===== src/rtl/mbx_irq_pkg.sv =====
package mbx_irq_pkg;

  // Which word a register port offset selects.
  typedef enum logic [1:0] {
    SEL_NONE = 2'd0,
    SEL_STAT = 2'd1,
    SEL_EN   = 2'd2
  } reg_sel_e;

  localparam int unsigned DEF_ADDR_W   = 12;
  localparam int unsigned DEF_DATA_W   = 32;
  localparam int unsigned DEF_NUM_MBX  = 8;
  localparam int unsigned DEF_MBX_LSB  = 16;
  localparam int unsigned DEF_NUM_ERR  = 4;
  localparam int unsigned DEF_ERR_LSB  = 10;
  localparam int unsigned DEF_STAT_OFS = 12'h040;
  localparam int unsigned DEF_EN_OFS   = 12'h050;

endpackage


===== src/rtl/mbx_irq_decode.sv =====
module mbx_irq_decode
  import mbx_irq_pkg::*;
#(
  parameter int unsigned ADDR_W   = DEF_ADDR_W,
  parameter int unsigned STAT_OFS = DEF_STAT_OFS,
  parameter int unsigned EN_OFS   = DEF_EN_OFS
) (
  input  logic [ADDR_W-1:0] addr,
  input  logic              wr_en,
  output reg_sel_e          sel,
  output logic              stat_wr_hit,
  output logic              en_wr_hit
);

  localparam logic [ADDR_W-1:0] STAT_A = ADDR_W'(STAT_OFS);
  localparam logic [ADDR_W-1:0] EN_A   = ADDR_W'(EN_OFS);

  function automatic reg_sel_e decode_offset(input logic [ADDR_W-1:0] a);
    if (a == STAT_A)    return SEL_STAT;
    else if (a == EN_A) return SEL_EN;
    else                return SEL_NONE;
  endfunction

  always_comb begin
    sel         = decode_offset(addr);
    stat_wr_hit = wr_en && (sel == SEL_STAT);
    en_wr_hit   = wr_en && (sel == SEL_EN);
  end

endmodule


===== src/rtl/mbx_irq_status.sv =====
module mbx_irq_status
  import mbx_irq_pkg::*;
#(
  parameter int unsigned DATA_W  = DEF_DATA_W,
  parameter int unsigned NUM_MBX = DEF_NUM_MBX,
  parameter int unsigned MBX_LSB = DEF_MBX_LSB,
  parameter int unsigned NUM_ERR = DEF_NUM_ERR,
  parameter int unsigned ERR_LSB = DEF_ERR_LSB
) (
  input  logic               clk,
  input  logic               rst_n,
  input  logic [NUM_MBX-1:0] set_vec,
  input  logic [NUM_MBX-1:0] clr_vec,
  input  logic [NUM_ERR-1:0] err_flags,
  output logic [NUM_MBX-1:0] sticky_q,
  output logic [DATA_W-1:0]  status_vec
);

  localparam int unsigned MBX_MSB = MBX_LSB + NUM_MBX - 1;
  localparam int unsigned ERR_MSB = ERR_LSB + NUM_ERR - 1;

  // Next value of one sticky bit: a new event outranks a clear.
  function automatic logic sticky_next(input logic cur, input logic set, input logic clr);
    return set | (cur & ~clr);
  endfunction

  for (genvar n = 0; n < NUM_MBX; n++) begin : g_sticky
    always_ff @(posedge clk or negedge rst_n) begin
      if (!rst_n) sticky_q[n] <= 1'b0;
      else        sticky_q[n] <= sticky_next(sticky_q[n], set_vec[n], clr_vec[n]);
    end
  end

  for (genvar b = 0; b < DATA_W; b++) begin : g_map
    if (b >= MBX_LSB && b <= MBX_MSB) begin : g_mbx
      assign status_vec[b] = sticky_q[b - MBX_LSB];
    end else if (b >= ERR_LSB && b <= ERR_MSB) begin : g_err
      assign status_vec[b] = err_flags[b - ERR_LSB];
    end else begin : g_rsvd
      assign status_vec[b] = 1'b0;
    end
  end

endmodule


===== src/rtl/mbx_irq_enable.sv =====
module mbx_irq_enable
  import mbx_irq_pkg::*;
#(
  parameter int unsigned DATA_W  = DEF_DATA_W,
  parameter int unsigned NUM_MBX = DEF_NUM_MBX,
  parameter int unsigned MBX_LSB = DEF_MBX_LSB,
  parameter int unsigned NUM_ERR = DEF_NUM_ERR,
  parameter int unsigned ERR_LSB = DEF_ERR_LSB
) (
  input  logic              clk,
  input  logic              rst_n,
  input  logic              wr_hit,
  input  logic [DATA_W-1:0] wdata,
  output logic [DATA_W-1:0] en_q
);

  // Positions that hold a real cause; every other bit is reserved.
  function automatic logic [DATA_W-1:0] impl_mask();
    logic [DATA_W-1:0] m;
    m = '0;
    for (int b = 0; b < DATA_W; b++) begin
      if ((b >= MBX_LSB && b < MBX_LSB + NUM_MBX) ||
          (b >= ERR_LSB && b < ERR_LSB + NUM_ERR))
        m[b] = 1'b1;
    end
    return m;
  endfunction

  localparam logic [DATA_W-1:0] IMPL = impl_mask();

  always_ff @(posedge clk or negedge rst_n) begin
    if (!rst_n)      en_q <= '0;
    else if (wr_hit) en_q <= wdata & IMPL;
  end

endmodule


===== src/rtl/mbx_irq_combine.sv =====
module mbx_irq_combine
  import mbx_irq_pkg::*;
#(
  parameter int unsigned DATA_W = DEF_DATA_W
) (
  input  logic              clk,
  input  logic              rst_n,
  input  logic [DATA_W-1:0] status_vec,
  input  logic [DATA_W-1:0] en_q,
  output logic              pend_any,
  output logic              irq_q
);

  function automatic logic any_enabled(input logic [DATA_W-1:0] s, input logic [DATA_W-1:0] e);
    return |(s & e);
  endfunction

  assign pend_any = any_enabled(status_vec, en_q);

  always_ff @(posedge clk or negedge rst_n) begin
    if (!rst_n) irq_q <= 1'b0;
    else        irq_q <= pend_any;
  end

endmodule


===== src/rtl/mbx_irq_ctrl.sv =====
module mbx_irq_ctrl
  import mbx_irq_pkg::*;
#(
  parameter int unsigned ADDR_W   = DEF_ADDR_W,
  parameter int unsigned DATA_W   = DEF_DATA_W,
  parameter int unsigned NUM_MBX  = DEF_NUM_MBX,
  parameter int unsigned MBX_LSB  = DEF_MBX_LSB,
  parameter int unsigned NUM_ERR  = DEF_NUM_ERR,
  parameter int unsigned ERR_LSB  = DEF_ERR_LSB,
  parameter int unsigned STAT_OFS = DEF_STAT_OFS,
  parameter int unsigned EN_OFS   = DEF_EN_OFS
) (
  input  logic               clk,
  input  logic               rst_n,
  input  logic [ADDR_W-1:0]  reg_addr,
  input  logic               reg_wr_en,
  input  logic [DATA_W-1:0]  reg_wdata,
  output logic [DATA_W-1:0]  reg_rdata,
  input  logic [NUM_MBX-1:0] mbx_wr_evt,
  input  logic [NUM_ERR-1:0] cfg_err_flags,
  output logic               irq_o
);

  // Named internal events, visible to the bound checker.
  reg_sel_e           sel;
  logic               stat_wr_hit;
  logic               en_wr_hit;
  logic [NUM_MBX-1:0] set_vec;
  logic [NUM_MBX-1:0] clr_vec;
  logic [NUM_MBX-1:0] sticky_q;
  logic [DATA_W-1:0]  status_vec;
  logic [DATA_W-1:0]  en_q;
  logic               pend_any;

  mbx_irq_decode #(
    .ADDR_W   (ADDR_W),
    .STAT_OFS (STAT_OFS),
    .EN_OFS   (EN_OFS)
  ) u_decode (
    .addr        (reg_addr),
    .wr_en       (reg_wr_en),
    .sel         (sel),
    .stat_wr_hit (stat_wr_hit),
    .en_wr_hit   (en_wr_hit)
  );

  assign set_vec = mbx_wr_evt;
  assign clr_vec = stat_wr_hit ? reg_wdata[MBX_LSB +: NUM_MBX] : '0;

  mbx_irq_status #(
    .DATA_W  (DATA_W),
    .NUM_MBX (NUM_MBX),
    .MBX_LSB (MBX_LSB),
    .NUM_ERR (NUM_ERR),
    .ERR_LSB (ERR_LSB)
  ) u_status (
    .clk        (clk),
    .rst_n      (rst_n),
    .set_vec    (set_vec),
    .clr_vec    (clr_vec),
    .err_flags  (cfg_err_flags),
    .sticky_q   (sticky_q),
    .status_vec (status_vec)
  );

  mbx_irq_enable #(
    .DATA_W  (DATA_W),
    .NUM_MBX (NUM_MBX),
    .MBX_LSB (MBX_LSB),
    .NUM_ERR (NUM_ERR),
    .ERR_LSB (ERR_LSB)
  ) u_enable (
    .clk    (clk),
    .rst_n  (rst_n),
    .wr_hit (en_wr_hit),
    .wdata  (reg_wdata),
    .en_q   (en_q)
  );

  mbx_irq_combine #(
    .DATA_W (DATA_W)
  ) u_combine (
    .clk        (clk),
    .rst_n      (rst_n),
    .status_vec (status_vec),
    .en_q       (en_q),
    .pend_any   (pend_any),
    .irq_q      (irq_o)
  );

  always_comb begin
    unique case (sel)
      SEL_STAT: reg_rdata = status_vec;
      SEL_EN:   reg_rdata = en_q;
      default:  reg_rdata = '0;
    endcase
  end

endmodule


===== config.mk =====
export PLATFORM = sky130hd
export DESIGN_NAME = mbx_irq_ctrl
export DESIGN_NICKNAME = d
export VERILOG_FILES = /design/src/rtl/mbx_irq_pkg.sv /design/src/rtl/mbx_irq_decode.sv /design/src/rtl/mbx_irq_status.sv /design/src/rtl/mbx_irq_enable.sv /design/src/rtl/mbx_irq_combine.sv /design/src/rtl/mbx_irq_ctrl.sv
export SDC_FILE = /design/constraint.sdc
export NUM_CORES = 1
export LEC_CHECK = 0
export BUFFER_PORTS_ARGS = -buffer_cell sky130_fd_sc_hd__buf_2
export CAP_MARGIN = 10
export CELL_PAD_IN_SITES_DETAIL_PLACEMENT = 0
export CELL_PAD_IN_SITES_GLOBAL_PLACEMENT = 1
export CORE_AREA = 3 3 52 102
export DETAILED_ROUTE_END_ITERATION = 16
export DIE_AREA = 0 0 55 105
export PLACE_DENSITY_LB_ADDON = 0.05
export SYNTH_ARGS = -nofsm -noshare
export SYNTH_HDL_FRONTEND = slang
export SYNTH_SLANG_ARGS = --single-unit

===== constraint.sdc =====
create_clock -name clk -period 1.1 [get_ports clk]
set_input_delay 0.165 -clock clk [delete_from_list [all_inputs] [get_ports clk]]
set_output_delay 0.165 -clock clk [all_outputs]
set_load 0.05 [all_outputs]

==> results of run 1 <==
==> path summary, 6_finish.rpt <==
check	start	end	slack [ns]	cells past startpoint
worst max-delay path	reg_addr[9]	reg_rdata[13]	-0.24	6
worst min-delay path	reg_wdata[10]	u_enable.en_q[10]	0.13	2
worst max register to register	u_enable.en_q[21]	u_combine.irq_q	0.04	3
worst min register to register	u_enable.en_q[13]	u_combine.irq_q	0.53	2
max in group asynchronous	rst_n	u_enable.en_q[21]	0.37	2
min in group asynchronous	rst_n	u_status.status_vec[22]	0.40	2
==> logic make-up (layout without fill, tap and decap cells) <==
kind of cell / after synthesis / count (layout) / synth area share
AND/OR/NAND/NOR: 28 / 28 / 0.144
buffers and inverters: 26 / 76 / 0.139
multiplexers: 24 / 24 / 0.222
flip-flops: 21 / 21 / 0.399
AO/OA/AOI/OAI: 14 / 14 / 0.0931
other: 1 / 20 / 0.00285
==> stage by stage <==
stage | setup slack [ns] | total power [mW]
final | -0.241 | 1.66
after CTS | -0.273 | 1.68
after detailed placement | -0.379 | 1.15
after global placement | -0.357 | 1.15
after floorplan | -0.144 | 1.08
after global routing | -0.297 | 1.74
==> placed cells by master (no fill, tap or decap), drive strengths merged <==
master	netlist	final
a221oi	3	3
a22o	3	3
and2	1	1
buf	23	70
clkbuf	3	4
clkinv	0	1
conb	1	20
dfrtp	21	21
dlygate4sd3	0	1
mux2	12	12
mux2i	12	12
nand3	2	2
nand3b	8	8
nand4	1	1
nor2	12	12
nor2b	1	1
nor3	1	1
nor4	1	1
nor4b	1	1
o22a	8	8
==> layer usage <==
metal	track usage	vias to the layer above
met5	0	-
met4	0.0365	0
met3	0.0185	2
met2	0.225	40
met1	0.132	489
li1	-	509
==> critical path: cells and delay by family <==
kind / cells / cell delay, ns
buffers and inverters: 3 / 0.44
and+or+nand+nor: 3 / 0.56
==> repair_timing <==
item | CTS | global route
hold buffers | 1 | 0
setup buffers | 2 | 3
endpoints found under the setup margin | 28 | 30
pin swaps | 1 | 4
gates cloned | 1 | 0
resized for setup | 33 | 6
endpoints found under the hold margin | 21 | 0
==> flip-flops by register name (all words and copies together) (netlist names) <==
signal and cells:
u_status.status_vec 8, u_combine.irq_q 1, u_enable.en_q 12
==> power groups by stage <==
| stage | clock network, mW | registers, mW | logic (mW) |
|---|---|---|---|
| floorplan | 0 | 0.797 | 0.279 |
| global placement | 0 | 0.792 | 0.358 |
| detailed placement | 0 | 0.792 | 0.361 |
| CTS | 0.530 | 0.776 | 0.377 |
| global route | 0.559 | 0.777 | 0.403 |
| finish | 0.501 | 0.776 | 0.379 |
==> area by class of cell <==
class,count,share of cell area
clock buffer,3,0.0203
timing repair buffer,72,0.286
clock inverter,1,0.00246
tap,55,0.0338
sequential,21,0.258
multi-input combinational,86,0.399
==> summary.md, run 1 <==
| Metric | Value |
|---|---|
| Ys async rst share | 1.00 |
| Switching Power | 0.513 mW |
| WHS | 0.133 ns |
| First-pass GRT wire length | 5220 um |
| Sequential cell area | 526 sq um |
| Fin crit share | 1.22 |
| Switch share | 0.310 |
| Seq cells post-synth | 21 |
| Overflow after GRT | 0 |
| Routed vias/inst | 4.37 |
| Min Tclk post-route | 1.34 ns |
| Outcome | complete, but fails checks |
| Top-count cell post-synth | dfrtp_1 |
| Mapped Cells | 114 |
| Worst-case clock buffer depth | 2 |
| Worst Setup End Kind | primary output |
| Met3 wire length | 188 um |
| Crit path kind | primary input to primary output |
| Finished Core Util | 0.438 |
| Diode count | 0 |
| Die H | 105 um |
| Static leakage | 0.985 nW |
| Pin count of the biggest net entering global routing | 22 |
| # port buffers | 51 |
| Hold Violations, Final | 0 |
| PwrDens | 814 mW/mm^2 |
| Final Instance Count excl. Fillers | 238 |
| Final setup viols | 27 |
| Failing checks | setup timing |
| Top Ports | 92 |
| Layout fillers | 479 |
| Die width | 55 um |
| Combinational cell fraction of total power | 0.229 |
| Worst path arrival time | 1.18 ns |
| Clk_lat worst skew | 0.26 ns |
| Crit-path cells | buf_6, nor4_4, nand3_2, buf_12, nor2_4, buf_8 |
| Maximum VDD drop | 0.000508 V |
| Worst EP required | 0.94 ns |
| Avg Cell Area, Syn | 11.6 sq um |
| Initial antenna violation count | 0 |
| DR pass1 iterations | 4 |
| Final Skew | 0.00134 ns |
| Number of max-cap violations | 0 |
| DP Cell Count | 229 |
| Post-route setup TNS | -3.97 ns |
| Met2 wire length | 1880 um |
| Post-synthesis sequential area ratio | 0.399 |
| Multi-input logic area | 812 sq um |
| # clock sinks | 21 |
| Placeable Area | 0.00464 sq mm |
| Routed length per placed instance | 14.1 um |
| Max-slew violation count | 0 |
| Post-synth EDFFs | 0 |
| Layout cell share with drive strength beyond 1 | 0.590 |
| Synth top cells by count | dfrtp_1, buf_4, mux2i_1, nor2_1, mux2_4 |
| Drt initial violations | 6 |
| Nets | 243 |
| Final WS setup | -0.241 ns |
| Seq pwr share | 0.469 |
| P_int | 1.14 mW |
| TritonCTS clock tree | built |
| Yosys warnings | 0 |
| Distinct cells, synth | 21 |
| Post-DP Area | 0.00178 sq mm |
| Design Area, Final | 0.00203 sq mm |
| FMAX | 746 MHz |
| Total track usage | 0.122 |
| RSZ-0062 raised after global routing | yes |
| Hold Crit Class | primary input to flop |
| H-tree levels | 1 |
| CP max stage delay | 0.31 ns |
| Placer Congestion | 0.667 |
| Post-DP HPWL | 2620 um |
| Clock slew at reported path FFs | 0.08 ns |
| Clock group share of total power | 0.303 |
| Initial core utilization | 0.284 |
| Area Overhead vs Synth | 54.4% |
| CTS Buf Count | 3 |
| Crit Path Max Fanout | 17 |
| Detailed Route WL | 3360 um |
| Post-route ant nets | 0 |
| Dominant cell type by area after synthesis | dfrtp_1 |
| WL met1 | 1260 um |
| Area contributors post-synth | dfrtp_1, buf_4, mux2_4 |
| CP Launch Type | primary input |
| Top FF cell, synth | dfrtp_1 |
| Slowest cell on crit path | nor4_4 |
| DRC errors left | 0 |
| Site Rows | 35 |
| Root Buffer | clkbuf_8 |
| Vias | 1040 |
| Vias in the first global route | 1132 |
| Yosys top cell area share | 0.399 |
| Highest routed layer | met4 |
| Mapped cell area | 0.00132 sq mm |
| Die area | 0.00578 sq mm |
No activity file was read; power rests on OpenSTA's default activity.
==> run 2, diff against run 1 <==
HOLD_SLACK_MARGIN = 0.05   (was unset)
SETUP_SLACK_MARGIN = 0.5   (was unset)
==> summary.md, run 2 (synthesis results as in run 1) <==
| Metric | Value |
|---|---|
| Root Buffer | clkbuf_8 |
| Outcome | complete, but fails checks |
| Die width | 55 um (unchanged) |
| First-pass GRT wire length | 5630 um (+7.8%) |
| Final Skew | 0.00123 ns (-0.000110 ns) |
| Site Rows | 35 (unchanged) |
| PwrDens | 812 mW/mm^2 (-0.24%) |
| Nets | 245 (+0.82%) |
| Crit path kind | primary input to primary output |
| Area Overhead vs Synth | 56.7% |
| Multi-input logic area | 803 sq um (-1.1%) |
| Worst-case clock buffer depth | 2 (unchanged) |
| Min Tclk post-route | 1.35 ns (+0.0117 ns) |
| Die H | 105 um (unchanged) |
| TritonCTS clock tree | built |
| FMAX | 739 MHz (-0.87%) |
| Placer Congestion | 0.714 (+7.1%) |
| Post-DP HPWL | 2810 um (+7.6%) |
| Maximum VDD drop | 0.000645 V (+27%) |
| Routed length per placed instance | 15.0 um (+6.7%) |
| Drt initial violations | 2 (-4) |
| Post-route ant nets | 0 (unchanged) |
| Detailed Route WL | 3610 um (+7.6%) |
| CP Launch Type | primary input |
| Vias in the first global route | 1169 (+3.3%) |
| CTS Buf Count | 3 (unchanged) |
| Vias | 1067 (+2.6%) |
| Worst EP required | 0.94 ns (about the same) |
| Max-slew violation count | 0 (unchanged) |
| Top reg by flops | u_enable.en_q |
| Max reg flops | 12 (unchanged) |
| # clock sinks | 21 (unchanged) |
| Layout cell share with drive strength beyond 1 | 0.595 (+0.00443) |
| Most frequent cells in the layout | buf_2, conb_1, dfrtp_1 |
| Post-placement setup slack | -0.375 ns (+0.00413 ns) |
| Worst Setup End Kind | primary output |
| Final Instance Count excl. Fillers | 240 (+0.84%) |
| Pin count of the biggest net entering global routing | 22 (unchanged) |
| RSZ-0062 raised after global routing | yes |
| Top Ports | 92 (unchanged) |
| Routed vias/inst | 4.45 (+1.7%) |
| Total power | 1.68 mW (+1.2%) |
| Post-DP Area | 0.00183 sq mm (+2.4%) |
| Overflow after GRT | 0 (unchanged) |
| Worst path arrival time | 1.19 ns (about the same) |
| DRC errors left | 0 (unchanged) |
| Clk_lat worst skew | 0.26 ns (about the same) |
| WHS | -0.138 ns (-0.271 ns) |
| Setup crit start | reg_addr[9] |
| Sequential cell area | 527 sq um (+0.24%) |
| Diode count | 0 (unchanged) |
| Layout fillers | 487 (+1.7%) |
| H-tree levels | 1 (unchanged) |
| Final setup viols | 25 (-7.4%) |
| DR pass1 iterations | 4 (unchanged) |
| Number of max-cap violations | 0 (unchanged) |
| Post-route setup TNS | -4.41 ns (-0.446 ns) |
| DP Cell Count | 232 (+1.3%) |
| R2R Path Start | u_status.status_vec[22] |
| Static leakage | 1.00 nW (+1.8%) |
| Clock slew at reported path FFs | 0.08 ns (about the same) |
| Die area | 0.00578 sq mm (unchanged) |
| Total track usage | 0.133 (+0.0114) |
| Initial core utilization | 0.284 (unchanged) |
| Finished Core Util | 0.445 (+0.00647) |
| Failing checks | hold timing, setup timing |
| Final WS setup | -0.253 ns (-0.0117 ns) |
| Crit Path Max Fanout | 13 (-4) |
| Hold Violations, Final | 21 (+21) |
| Commonest non-fill, non-tap cell in the layout | buf_2 |
| Fin crit share | 1.23 (+0.0107) |
| Initial antenna violation count | 0 (unchanged) |
| Hold Crit Class | primary input to asynchronous set/reset pin |
| Placeable Area | 0.00464 sq mm (unchanged) |
| Design Area, Final | 0.00206 sq mm (+1.5%) |
| # port buffers | 51 (unchanged) |
==> run 2: cell types whose count changed in the layout (fill, tap and decap cells not counted), sizes merged <==
cell and delta:
buf +3, dlygate4sd3 -1
==> run 2: path summary, 6_finish.rpt <==
kind	to	slack (ns)	depth (start not counted)
worst max-delay path	reg_rdata[21]	-0.25	6
worst min-delay path	u_enable.en_q[12]	-0.14	1
worst max register to register	u_combine.irq_q	0.02	3
worst min register to register	u_status.status_vec[19]	0.54	1
max in group asynchronous	u_combine.irq_q	0.87	1
min in group clk	u_status.status_vec[19]	0.13	2
==> run 2: critical path: stages <==
cell and delay, ns:
buf_6 0.10, nor4_4 0.30, nand3_2 0.17, buf_12 0.20
nor2_4 0.08, buf_6 0.16
==> run 2: routing by layer <==
metal / share of wire / global-route usage / vias up / wire, um
met5: 0 / 0 / - / 0
met3: 0.061 / 0.0200 / 2 / 220
met4: 0.0078 / 0.0470 / 0 / 28
li1: - / - / 511 / -
met1: 0.35 / 0.149 / 511 / 1260
met2: 0.58 / 0.239 / 43 / 2100
==> run 2: cell type report <==
| type | count | share of cell area |
|---|---|---|
| clock buffer | 3 | 0.0200 |
| clock inverter | 1 | 0.00242 |
| multi-input combinational | 86 | 0.389 |
| sequential | 21 | 0.255 |
| tap | 55 | 0.0333 |
| timing repair buffer | 74 | 0.300 |
==> run 2: where the power goes <==
group          switching [mW]  internal, mW  leakage [nW]
clock network           0.263         0.252        0.0255
logic                   0.262         0.123         0.728
registers             0.00240         0.775         0.250
total                   0.527          1.15          1.00
==> run 2: timing repair <==
| item | in CTS | in global routing |
|---|---|---|
| pin swaps | 4 | 4 |
| endpoints found under the hold margin | 21 | 21 |
| setup endpoints to repair | 34 | 34 |
| gates cloned | 1 | 0 |
| resized for setup | 36 | 5 |
| setup buffers | 2 | 1 |
